## src/rtl/tpPkg.sv

```systemverilog
package tpPkg;
  // Strobes from control to datapath
  typedef struct packed {
    logic loadData;
    logic readStatus;
  } dpCtl_t;
endpackage

```

## src/rtl/punch_datapath.sv

```systemverilog
module punch_datapath #(
  parameter int DATA_W      = 8,
  parameter int STATUS_BIT  = 5,
  parameter int SYNC_STAGES = 2
) (
  input  logic              clk,
  input  logic              rstN,
  input  tpPkg::dpCtl_t     ctl,
  input  logic [DATA_W-1:0] dataIn,
  input  logic              flagPin,
  input  logic              lowPin,
  output logic [DATA_W-1:0] coilEn,
  output logic [DATA_W-1:0] dataOut,
  output logic              flagEdge
);
  localparam int LAST = SYNC_STAGES - 1;

  logic [DATA_W-1:0]      dataReg;
  logic [SYNC_STAGES-1:0] flagSync;
  logic [SYNC_STAGES-1:0] lowSync;
  logic                   flagPrev;

  always_ff @(posedge clk or negedge rstN) begin
    if (!rstN)            dataReg <= '0;
    else if (ctl.loadData) dataReg <= dataIn;
  end

  genvar s;
  generate
    for (s = 0; s < SYNC_STAGES; s++) begin : gSync
      if (s == 0) begin : gFirst
        always_ff @(posedge clk or negedge rstN) begin
          if (!rstN) begin
            flagSync[0] <= 1'b0;
            lowSync[0]  <= 1'b0;
          end else begin
            flagSync[0] <= flagPin;
            lowSync[0]  <= lowPin;
          end
        end
      end else begin : gRest
        always_ff @(posedge clk or negedge rstN) begin
          if (!rstN) begin
            flagSync[s] <= 1'b0;
            lowSync[s]  <= 1'b0;
          end else begin
            flagSync[s] <= flagSync[s-1];
            lowSync[s]  <= lowSync[s-1];
          end
        end
      end
    end
  endgenerate

  always_ff @(posedge clk or negedge rstN) begin
    if (!rstN) flagPrev <= 1'b0;
    else       flagPrev <= flagSync[LAST];
  end

  assign flagEdge = flagSync[LAST] & ~flagPrev;
  assign coilEn   = dataReg;

  always_comb begin
    dataOut = '0;
    if (ctl.readStatus) dataOut[STATUS_BIT] = lowSync[LAST];
  end


  data_load_chk: assert property (@(posedge clk) disable iff (!rstN)
    ctl.loadData |=> coilEn == $past(dataIn));


  edge_single_chk: assert property (@(posedge clk) disable iff (!rstN)
    flagEdge |=> !flagEdge);
endmodule

```

## src/rtl/punch_control.sv

```systemverilog
module punch_control (
  input  logic          clk,
  input  logic          rstN,
  input  logic          strbOut,
  input  logic          strbSetCtl,
  input  logic          strbClrCtl,
  input  logic          strbSetFlg,
  input  logic          strbClrFlg,
  input  logic          strbSkip,
  input  logic          strbLoad,
  input  logic          phaseT2,
  input  logic          flagEdge,
  output tpPkg::dpCtl_t dpCtl,
  output logic          punchCmd,
  output logic          skipOut,
  output logic          irqOut,
  output logic          flagOut
);
  logic ctlFf, punchFf, flagBuf, flagFf, irqFf;

  assign dpCtl.loadData   = strbOut;
  assign dpCtl.readStatus = strbLoad;

  always_ff @(posedge clk or negedge rstN) begin
    if (!rstN) begin
      ctlFf   <= 1'b0;
      punchFf <= 1'b0;
      flagBuf <= 1'b0;
      flagFf  <= 1'b0;
      irqFf   <= 1'b0;
    end else begin
      if (strbClrCtl)      ctlFf <= 1'b0;
      else if (strbSetCtl) ctlFf <= 1'b1;

      if (strbSetCtl)    punchFf <= 1'b1;
      else if (flagEdge) punchFf <= 1'b0;

      if (strbClrFlg) begin
        flagBuf <= 1'b0;
        flagFf  <= 1'b0;
      end else if (strbSetFlg || flagEdge) begin
        flagBuf <= 1'b1;
        flagFf  <= 1'b1;
      end

      if (strbClrCtl)                            irqFf <= 1'b0;
      else if (phaseT2 && flagBuf && ctlFf)      irqFf <= 1'b1;
    end
  end

  assign punchCmd = punchFf;
  assign skipOut  = strbSkip & flagFf;
  assign irqOut   = irqFf;
  assign flagOut  = irqFf;


  set_ctl_chk: assert property (@(posedge clk) disable iff (!rstN)
    (strbSetCtl && !strbClrCtl) |=> (ctlFf && punchCmd));


  punch_drop_chk: assert property (@(posedge clk) disable iff (!rstN)
    (flagEdge && !strbSetCtl) |=> !punchCmd);


  irq_phase_chk: assert property (@(posedge clk) disable iff (!rstN)
    $rose(irqOut) |-> $past(phaseT2 && flagBuf && ctlFf));


  clr_flag_chk: assert property (@(posedge clk) disable iff (!rstN)
    strbClrFlg |=> (!flagFf && !flagBuf));
endmodule

```

## src/rtl/punch_iface.sv

```systemverilog
module punch_iface #(
  parameter int DATA_W      = 8,
  parameter int STATUS_BIT  = 5,
  parameter int SYNC_STAGES = 2
) (
  input  logic              clk,
  input  logic              rstN,
  input  logic              strbOut,
  input  logic              strbSetCtl,
  input  logic              strbClrCtl,
  input  logic              strbSetFlg,
  input  logic              strbClrFlg,
  input  logic              strbSkip,
  input  logic              strbLoad,
  input  logic [DATA_W-1:0] dataIn,
  input  logic              phaseT2,
  output logic [DATA_W-1:0] dataOut,
  output logic              skipOut,
  output logic              flagOut,
  output logic              irqOut,
  output logic [DATA_W-1:0] coilEn,
  output logic              punchCmd,
  input  logic              punchFlagIn,
  input  logic              lowTapeIn
);
  tpPkg::dpCtl_t dpCtl;
  logic          flagEdge;

  punch_control u_ctl (
    .clk, .rstN, .strbOut, .strbSetCtl, .strbClrCtl, .strbSetFlg,
    .strbClrFlg, .strbSkip, .strbLoad, .phaseT2, .flagEdge,
    .dpCtl, .punchCmd, .skipOut, .irqOut, .flagOut
  );

  punch_datapath #(
    .DATA_W(DATA_W), .STATUS_BIT(STATUS_BIT), .SYNC_STAGES(SYNC_STAGES)
  ) u_dp (
    .clk, .rstN, .ctl(dpCtl), .dataIn,
    .flagPin(punchFlagIn), .lowPin(lowTapeIn),
    .coilEn, .dataOut, .flagEdge
  );
endmodule

```

## config.mk

```make
export PLATFORM = sky130hd
export DESIGN_NAME = punch_iface
export DESIGN_NICKNAME = d
export VERILOG_FILES = /design/src/rtl/tpPkg.sv /design/src/rtl/punch_datapath.sv /design/src/rtl/punch_control.sv /design/src/rtl/punch_iface.sv
export SDC_FILE = /design/constraint.sdc
export NUM_CORES = 1
export LEC_CHECK = 0
export CAP_MARGIN = 20
export CORE_MARGIN = 2
export CORE_UTILIZATION = 34
export CTS_BUF_LIST = sky130_fd_sc_hd__clkbuf_2 sky130_fd_sc_hd__clkbuf_4 sky130_fd_sc_hd__clkbuf_8
export DETAILED_ROUTE_END_ITERATION = 16
export PLACE_DENSITY_LB_ADDON = 0.3
export SYNTH_ARGS = -nofsm -noshare
export SYNTH_HDL_FRONTEND = slang
export SYNTH_SLANG_ARGS = --single-unit
```

## constraint.sdc

```tcl
create_clock -name clk -period 0.8 [get_ports clk]
set_clock_uncertainty 0.05 [all_clocks]
set_input_delay 0.24 -clock clk [delete_from_list [all_inputs] [get_ports clk]]
set_output_delay 0.24 -clock clk [all_outputs]
set_load 0.03 [all_outputs]
```

Word level (Yosys, flattened, before mapping)
Cells that the tools add are included.
{"block": "word_totals", "ff_bits": 17, "input_bits": 20, "word_cells": 29}
{"block": "op_classes", "n_mux": 9, "bitwise": 3, "reduce_logical": 7}
{"cell": "$mux W1", "n": 9}
{"cell": "$reduce_bool A2 Y1", "n": 4}
{"cell": "$and A1 B1 Y1", "n": 2}
{"cell": "$logic_and A1 B1 Y1", "n": 2}
{"cell": "$logic_or A1 B1 Y1", "n": 1}
{"cell": "$not A1 Y1", "n": 1}

Longest topological paths before layout
Gate-level depths: netlist of run 1.
{"block": "logic_depth", "depth_word": 5, "depth_mapped": 2}

Hierarchy
From an unflattened synthesis of run 1, not the netlist that was laid out.
{"block": "hier_totals", "hier_cells": 48, "hier_area_um2": 693.2}
{"mod": "punch_datapath", "instances": 1, "cells_each": 32, "area_each_um2": 525.5}
{"mod": "punch_control", "instances": 1, "cells_each": 16, "area_each_um2": 167.7}

Worst setup path before layout of run 1
Ideal clock, no wire load.
{"block": "synth_path", "path_kind": "reg-to-output", "from": "reg u_ctl.irqFf (netlist: u_ctl.flagOut)", "to": "out irqOut", "arrival_time_ns": 0.721, "t_required_ns": 0.510, "setup_slack_ns": -0.211, "stages_incl_launch_ff": 2, "path_cell_list": "dfrtp_1 buf_4"}
{"element": "start: declaration", "line": "punch_control.sv:19", "source": "logic ctlFf, punchFf, flagBuf, flagFf, irqFf;"}
{"element": "start signal: assignment", "line": "punch_control.sv:30", "source": "irqFf <= 1'b0;"}
{"element": "start signal: assignment", "line": "punch_control.sv:46", "source": "if (strbClrCtl) irqFf <= 1'b0;"}
{"element": "start signal: assignment", "line": "punch_control.sv:47", "source": "else if (phaseT2 && flagBuf && ctlFf) irqFf <= 1'b1;"}
{"element": "end: declaration", "line": "punch_iface.sv:20", "source": "output logic irqOut,"}
No word-level cell between the ends.

==> results of run 1 <==
[cells in the mapped netlist]
master    number  share of area [%]
dfrtp_1       17                 63
buf_4          8                8.9
mux2_4         8                 18
nor2_1         4                2.2
and2_1         2                1.9
a21o_1         1                1.1
a21oi_1        1               0.74
a31oi_1        1               0.93
buf_6          1                1.7
conb_1         1               0.56
nand2b_1       1               0.93
[per-layer routing]
metal / GRT usage (%) / part of all wire [%] / vias up
met1: 16.7 / 40 / 217
met2: 17.8 / 48 / 28
met4: 4.29 / 0 / 0
met5: 0 / 0 / -
met3: 4.32 / 11 / 0
li1: - / - / 210
[worst register-to-register path, delay by kind of cell (launching register included)]
| family | cells | cell delay (ns) |
|---|---|---|
| AO/OA/AOI/OAI | 1 | 0.12 |
| buffers and inverters | 2 | 0.24 |
| flip-flops | 1 | 0.38 |
| AND/OR/NAND/NOR | 1 | 0.06 |
[cell families (layout without fill, tap and decap cells)]
kind of cell,Yosys count,in the layout,share of synthesized area (%)
compound gates,3,3,2.79
buf+inv,9,43,10.6
flops,17,17,63.2
mux,8,8,17.8
other cells,1,7,0.557
simple gates,7,7,5.02
[area by class of cell]
cell class | instances | area (um2) | share of cell area [%]
flip-flops and latches | 17 | 438 | 38.5
repair buffers | 39 | 413 | 36.3
multi-input cells | 25 | 223 | 19.6
well taps | 27 | 33.8 | 2.97
clock buffers | 4 | 30.0 | 2.64
[stage by stage]
stage | TNS [ns] | hold WS (ns) | setup WS [ns] | cell area (um2) | power, uW
floorplan | -1.00 | -0.106 | -0.115 | 724 | 1270
detailed placement | -6.62 | 0.286 | -0.571 | 1010 | 1470
global placement | -6.43 | 0.282 | -0.542 | 1010 | 1460
finish | -5.28 | 0.246 | -0.409 | 1140 | 1990
global route | -6.18 | 0.224 | -0.469 | 1140 | 2120
CTS | -5.52 | 0.239 | -0.425 | 1130 | 2020
[flip-flops by register name (all words and copies together), names as in the netlist]
name,count
u_dp.flagPrev,1
u_dp.coilEn,8
u_ctl.flagBuf,1
u_ctl.punchCmd,1
u_dp.flagSync,2
u_ctl.flagOut,1
u_ctl.ctlFf,1
u_dp.lowSync,2
[path summary, 6_finish.rpt]
path,slack [ns],depth (start not counted),startpoint,to
hold reg to reg,0.30,0,u_dp.lowSync[0]$_DFF_PN0_,u_dp.lowSync[1]$_DFF_PN0_
hold / removal,0.25,2,rstN,u_dp.coilEn[6]$_DFFE_PN0P_
max in group asynchronous,0.32,2,rstN,u_dp.coilEn[2]$_DFFE_PN0P_
min in group clk,0.30,0,u_dp.lowSync[0]$_DFF_PN0_,u_dp.lowSync[1]$_DFF_PN0_
setup / recovery,-0.41,2,u_ctl.flagBuf$_DFFE_PN0P_,skipOut
setup reg to reg,-0.16,4,u_ctl.flagBuf$_DFFE_PN0P_,u_ctl.flagOut$_DFFE_PN0P_
[power groups by stage]
stage	combinational (uW)	clock [uW]	sequential, uW
final	548	462	981
after global placement	477	0	984
after detailed placement	483	0	986
after CTS	546	491	981
after floorplan	193	0	1080
after global routing	582	545	990
[repair_timing]
action / in CTS / in global routing
buffers inserted: 3 / 2
pin swaps: 6 / 3
cloned: 0 / 0
hold buffers: 0 / 0
resized for setup: 21 / 4
setup endpoints to repair: 24 / 24
==> out/results.tsv, run 1 <==
stage	metric	value	unit
layout	commonest cells after routing, fill and taps aside	buf_6 (17), clkdlybuf4s50_1 (16), dfrtp_2 (10)	
pwr	P_int	1460	uW
critical_path	Worst Path Buf+Inv	1	
synth	Synthesis Warnings	0	
grt	gr usage total	12.1	%
pwr	Static Leak	0.000530	uW
layout	Finished Layout Cells	112	
timing	final hold viol count	0	
synth	cell area after synthesis	673	um2
grt	initial antenna violation count	0	
critical_path	maximum fanout along the worst path	2	
critical_path	Req. time, crit path	0.51	ns
critical_path	Worst path slowest cell	dfrtp_1	
timing	Final WS setup	-0.409	ns
layout	antenna cell count	0	
timing	min cycle time layout	1.21	ns
layout	Nets	106	
run_status	failing checks	setup timing	
die	Initial Util	35.0	%
timing	RSZ-0062 raised after global routing	yes	
layout	fillers	173	
die	site row count	16	
critical_path	CP Cell Sequence	and2_4 > buf_6	
critical_path	Worst EP arrival	0.92	ns
grt	first-pass GRT wire length	2.20	mm
pwr	clock share of power	23.2	%
critical_path	crit end category	primary output	
routing	DRT iter0 DRCs	1	
pwr	combinational power share	27.5	%
clocking	clock root buffer master	clkbuf_4	
die	Die Footprint	2350	um2
timing	Final Cycle Share	151	%
placed_design	RD Place Congestion	0.660	
die	Core Area	1920	um2
layout	layout cell share with drive strength beyond 1	55.3	%
synth	cells after synthesis	45	
pwr	Power Density	1750	nW/um2
synth	#FFs+latches synth	17	
die	Boundary Pins	40	
clocking	htree depth	1	
routing	total number of vias	455	
timing	fmax	827	MHz
critical_path	Crit path largest cell delay	0.38	ns
die	die height	48.5	um
synth	Mapped Avg Cell Area	15.0	um2
routing	Post-Route WL	1.23	mm
routing	wire per inst	11.0	um
grt	GRT Residual Overflow	0	
routing	DRC Markers	0	
clocking	CTS tree	done	
pwr	Net Sw Frac	26.6	%
grt	largest net degree at the start of global routing	18	
run_status	status	finished, violations left	
critical_path	Worst path top cell family by delay	flip-flops	
worst_hold_path	worst hold path class	in -> async	
clocking	clk slew on worst S/H paths	0.09	ns
timing	Setup Viol. Count Final	24	
pwr	sw power	530	uW
clocking	Inserted Clock Buffers	3	
grt	vias in the first global route	502	
layout	final core occ	59.2	%
critical_path	Crit Path Class	reg -> out	
routing	post-route ant nets	0	
routing	Via density	4.06	
critical_path	crit start category	register	
layout	synth-to-layout area growth	69.0	%
placed_design	HPWL Detailed	880	um
placed_design	Placed Cells	105	
clocking	CTS Sinks	17	
placed_design	# port buffers	32	
clocking	CTS max path bufs	2	
pwr	Reg power frac	49.3	%
synth	register area share after synthesis	63.2	%
pwr	VDD IR max	0.000955	V
clocking	Clk Latency, worst-skew pair	0.27	ns
timing	fin. max-slew vios	0	
routing	1st-pass router iterations	2	
synth	Yosys cell types	11	
die	Die X	48.5	um
run	Max-Cap Viols	0	
layout	most common cell after layout, fill and taps aside	buf_6	
No activity file was read; power rests on OpenSTA's default activity.
==> inputs of run 2 (changes only) <==
SYNTH_HIERARCHICAL = 1   (was default)
==> run 2 against run 1 <==
The flow still finishes with violations (setup timing). Sequential cell count did not move. Clock power barely moved. Maximum frequency fell by 0.41%. Via count rose by 1.3%. Power rose by 0.22%. Die area rose by 2.7%. Critical endpoint unchanged. Highest routed layer is now met4.
==> out/results.tsv, run 2 <==
stage	metric	value	unit
worst_hold_path	worst hold path class	in -> async	
synth	asr flop ratio synth	100	%
layout	Nets	107	
synth	top cells by area, synth	dfrtp_1 (61%), mux2_4 (17%), buf_4 (11%)	
layout	synth-to-layout area growth	66.1	%
timing	final hold viol count	0	
die	Initial Util	35.7	%
pwr	VDD IR max	0.00116	V
layout	max reg flops	8	
timing	RSZ-0062 raised after global routing	yes	
die	site row count	16	
timing	Final WS setup	-0.414	ns
layout	commonest cells after routing, fill and taps aside	clkdlybuf4s50_1 (16), buf_6 (16), dfrtp_2 (10)	
placed_design	RD Place Congestion	0.612	
critical_path	crit start category	register	
synth	#FFs+latches synth	17	
timing	fin. max-slew vios	0	
routing	Via density	4.08	
synth	cells after synthesis	48	
critical_path	Req. time, crit path	0.51	ns
layout	final core occ	59.3	%
die	Boundary Pins	40	
clocking	CTS max path bufs	2	
clocking	# hold bufs at CTS	0	
die	Core Area	1940	um2
clocking	Inserted Clock Buffers	3	
routing	DRT iter0 DRCs	0	
die	Die Footprint	2420	um2
synth	synth cell count leaders	dfrtp_1 (17), buf_4 (10), mux2_4 (8)	
routing	DRC Markers	0	
synth	cell area after synthesis	693	um2
critical_path	Crit Path Class	reg -> out	
placed_design	# port buffers	32	
routing	total number of vias	461	
routing	1st-pass router iterations	1	
die	die height	49.2	um
routing	post-route ant nets	0	
grt	GRT Residual Overflow	0	
timing	Final Cycle Share	152	%
clocking	CTS tree	done	
pwr	Static Leak	0.000550	uW
placed_design	HPWL Detailed	891	um
routing	Post-Route WL	1.24	mm
timing	Setup Viol. Count Final	24	
clocking	CTS Sinks	17	
routing	wire per inst	11.0	um
clocking	clk slew on worst S/H paths	0.09	ns
synth	count leader, synth	dfrtp_1	
synth	Synthesis Warnings	6	
placed_design	placed cell areas	1030	um2
synth	area fraction of the dominant cell type after synthesis	61.4	%
critical_path	crit end category	primary output	
synth	Yosys cell types	13	
layout	fillers	167	
grt	vias in the first global route	480	
layout	fin area	1150	um2
critical_path	R2R cell count	2	
synth	Post-synth EDFFs	0	
run_status	failing checks	setup timing	
clocking	clock root buffer master	clkbuf_4	
pwr	Power Density	1730	nW/um2
layout	antenna cell count	0	
run	Max-Cap Viols	0	
synth	area leader, netlist	dfrtp_1	
timing	fmax	824	MHz
grt	first-pass GRT wire length	2.06	mm
synth	register area share after synthesis	61.4	%
critical_path	Worst EP arrival	0.92	ns
timing	min cycle time layout	1.21	ns
die	Die X	49.2	um
grt	initial antenna violation count	0	
timing	hold slack	0.243	ns
critical_path	maximum fanout along the worst path	2	
layout	layout cell share with drive strength beyond 1	54.7	%
grt	largest net degree at the start of global routing	18	
clocking	Clk Latency, worst-skew pair	0.27	ns
synth	Most used DFF post-synth	dfrtp_1	
clocking	htree depth	1	
grt	gr usage total	11.2	%
placed_design	pre-CTS setup slack	-0.567	ns
synth	Mapped Avg Cell Area	14.4	um2
timing	TNS Setup	-5.24	ns
run_status	status	finished, violations left	
==> run 2: final timing paths <==
check                                             endpoint                       start  slack, ns
worst max-delay path                               skipOut    u_ctl/flagFf$_DFFE_PN0P_      -0.41
worst min-delay path             u_dp/lowSync[1]$_DFF_PN0_                        rstN       0.24
worst max register to register  u_dp/coilEn[1]$_DFFE_PN0P_  u_dp/coilEn[1]$_DFFE_PN0P_      -0.15
worst min register to register  u_dp/flagSync[1]$_DFF_PN0_  u_dp/flagSync[0]$_DFF_PN0_       0.31
max in group asynchronous       u_dp/coilEn[5]$_DFFE_PN0P_                        rstN       0.33
min in group clk                u_dp/flagSync[1]$_DFF_PN0_  u_dp/flagSync[0]$_DFF_PN0_       0.31
==> run 2: power by group <==
part	total [uW]	leakage [uW]	internal (uW)	switching [uW]
Combinational	550	0.000342	304	246
Clock	465	0.0000184	227	238
Sequential	980	0.000190	933	47.6
==> run 2: repair_timing <==
| item | CTS | global route |
|---|---|---|
| gates resized for setup | 16 | 5 |
| pin swaps | 5 | 4 |
| setup endpoints to repair | 24 | 24 |
| gates cloned | 0 | 0 |
| setup buffers | 4 | 3 |
==> run 2: kinds of logic after synthesis <==
| family | Yosys count | share of synthesized area (%) |
|---|---|---|
| mux | 8 | 17.3 |
| flops | 17 | 61.4 |
| buf+inv | 12 | 13.0 |
| compound gates | 2 | 1.99 |
| simple gates | 8 | 5.78 |
| other cells | 1 | 0.541 |
==> run 2: critical path, cell delays in order, from the launching register on <==
cell and delay, ns:
dfrtp_1 0.38, and2_4 0.14, buf_6 0.13
==> run 2: area by class of cell <==
| cell class | instances | area [um2] | area share, % |
|---|---|---|---|
| clock buffer | 4 | 30.0 | 2.61 |
| inverter | 1 | 3.75 | 0.326 |
| multi-input combinational | 25 | 216 | 18.8 |
| sequential | 17 | 438 | 38.0 |
| tap | 27 | 33.8 | 2.93 |
| timing repair buffer | 39 | 429 | 37.3 |
==> run 2: layer usage <==
layer | global-route usage, % | vias to the layer above | wire [um]
li1 | - | 213 | -
met1 | 13.2 | 217 | 494
met2 | 18.0 | 29 | 611
met3 | 3.99 | 2 | 122
met4 | 5.71 | 0 | 13
met5 | 0 | - | 0
==> run 2: metrics by stage <==
stage,power (uW),instances
2_1_floorplan,1290,54
3_3_place_gp,1470,105
3_5_place_dp,1480,105
4_1_cts,2020,112
5_1_grt,2100,113
6_report,2000,113
==> inputs of run 3 (changes only) <==
CORE_ASPECT_RATIO = 0.7   (was default)
==> run 3 against run 2 <==
The flow still finishes with violations (setup timing). Maximum frequency decreased by 2.2%. Power rose by 0.23%. Core utilization decreased by 0.53 points. Count of clock-buffer cells in the layout unchanged. Die area up 0.24%. Clock power increased by 5.8%. Critical endpoint unchanged.
==> out/results.tsv, run 3 (synthesis gave the netlist of run 2 again) <==
stage	metric	value	unit
pwr	Final Total Pwr	2000	uW
pwr	clock share of power	24.6	%
layout	synth-to-layout area growth	59.9	%
grt	vias in the first global route	473	
timing	fmax	806	MHz
pwr	sw power	552	uW
clocking	CTS max path bufs	2	
timing	Final WS setup	-0.441	ns
critical_path	crit end category	primary output	
routing	wire per inst	11.9	um
pwr	combinational power share	26.6	%
layout	commonest cells after routing, fill and taps aside	clkdlybuf4s50_1 (17), buf_6 (14), dfrtp_2 (10)	
routing	total number of vias	458	
pwr	Reg power frac	48.8	%
clocking	# hold bufs at CTS	0	
layout	Finished Layout Cells	105	
clocking	CTS Sinks	17	
clocking	CTS tree	done	
timing	min cycle time layout	1.24	ns
run_status	status	finished, violations left	
critical_path	crit start category	primary input	
clocking	clk slew on worst S/H paths	0.10	ns
pwr	P_int	1450	uW
critical_path	Worst EP arrival	0.95	ns
die	Die Footprint	2420	um2
die	Initial Util	36.7	%
grt	first-pass GRT wire length	2.17	mm
die	site row count	13	
pwr	Net Sw Frac	27.6	%
die	die height	41.8	um
pwr	VDD IR max	0.000995	V
critical_path	maximum fanout along the worst path	1	
layout	final core occ	58.8	%
routing	Via density	4.36	
pwr	Static Leak	0.000516	uW
placed_design	HPWL Detailed	953	um
critical_path	Req. time, crit path	0.51	ns
clocking	clock root buffer master	clkbuf_4	
grt	GRT Residual Overflow	0	
die	Boundary Pins	40	
timing	Setup Viol. Count Final	24	
placed_design	Placed Cells	100	
clocking	htree depth	1	
layout	most common cell after layout, fill and taps aside	clkdlybuf4s50_1	
placed_design	# port buffers	32	
grt	gr usage total	12.2	%
layout	fin area	1110	um2
timing	final hold viol count	0	
layout	fillers	169	
routing	post-route ant nets	0	
timing	RSZ-0062 raised after global routing	yes	
grt	initial antenna violation count	0	
die	Die X	58.0	um
run_status	failing checks	setup timing	
routing	DRC Markers	0	
layout	max reg flops	8	
placed_design	placed cell areas	1020	um2
layout	layout cell share with drive strength beyond 1	53.0	%
layout	antenna cell count	0	
timing	fin. max-slew vios	0	
clocking	Inserted Clock Buffers	3	
routing	DRT iter0 DRCs	1	
die	Core Area	1890	um2
routing	Post-Route WL	1.25	mm
clocking	Clk Latency, worst-skew pair	0.29	ns
run	Max-Cap Viols	0	
layout	Nets	104	
worst_hold_path	worst hold path class	in -> async	
routing	1st-pass router iterations	2	
grt	largest net degree at the start of global routing	18	
critical_path	Crit Path Class	in -> out	
placed_design	RD Place Congestion	0.684	
timing	Final Cycle Share	155	%
pwr	Power Density	1800	nW/um2
placed_design	pre-CTS setup slack	-0.579	ns
==> run 3: changes by cell type in the layout (fill, tap and decap cells not counted) <==
cell,previous run,this run
buf_4,2,1
buf_6,16,14
dlygate4sd2_1,1,2
dlymetal6s2s_1,2,0
clkdlybuf4s50_1,16,17
==> run 3: power groups by stage <==
stage	logic [uW]	clock network, uW	registers, uW
final	532	492	977
after global routing	563	563	987
after CTS	539	515	978
after detailed placement	497	0	982
after global placement	488	0	984
after floorplan	208	0	1080
==> run 3: critical path: stages <==
cell and delay, ns:
clkdlybuf4s50_1 0.46, and2_4 0.14, buf_6 0.12
==> run 3: stage by stage <==
step | TNS (ns) | hold WS (ns)
floorplan | -1.23 | -0.106
global placement | -6.65 | 0.282
detailed placement | -6.82 | 0.289
CTS | -5.47 | 0.221
global route | -6.13 | 0.227
finish | -5.27 | 0.224
==> run 3: worst paths after layout <==
path,slack [ns],cells after the start,start,endpoint
worst max-delay path,-0.44,3,strbSkip,skipOut
worst min-delay path,0.22,2,rstN,u_ctl/flagOut$_DFFE_PN0P_
worst max register to register,-0.16,2,u_dp/coilEn[4]$_DFFE_PN0P_,u_dp/coilEn[4]$_DFFE_PN0P_
worst min register to register,0.31,0,u_dp/flagSync[0]$_DFF_PN0_,u_dp/flagSync[1]$_DFF_PN0_
max in group asynchronous,0.34,2,rstN,u_dp/coilEn[2]$_DFFE_PN0P_
min in group clk,0.31,0,u_dp/flagSync[0]$_DFF_PN0_,u_dp/flagSync[1]$_DFF_PN0_
==> run 3: area by class of cell <==
cell class / instances / area [um2] / area share (%)
flip-flops and latches: 17 / 438 / 39.5
repair buffers: 36 / 393 / 35.4
inverters: 1 / 3.75 / 0.339
multi-input cells: 25 / 216 / 19.5
clock buffers: 4 / 30.0 / 2.71
well taps: 22 / 27.5 / 2.48
==> run 3: per-layer routing <==
| metal | global-route usage, % | routed length, um | vias up |
|---|---|---|---|
| li1 | - | - | 207 |
| met2 | 18.6 | 582 | 27 |
| met5 | 0 | 0 | - |
| met1 | 15.1 | 512 | 221 |
| met4 | 2.79 | 13 | 0 |
| met3 | 6.54 | 137 | 3 |
==> run 3: timing repair <==
action / in CTS / in global routing
endpoints found under the setup margin: 24 / 24
pin swaps: 3 / 0
resized for setup: 16 / 2
buffers inserted: 2 / 1
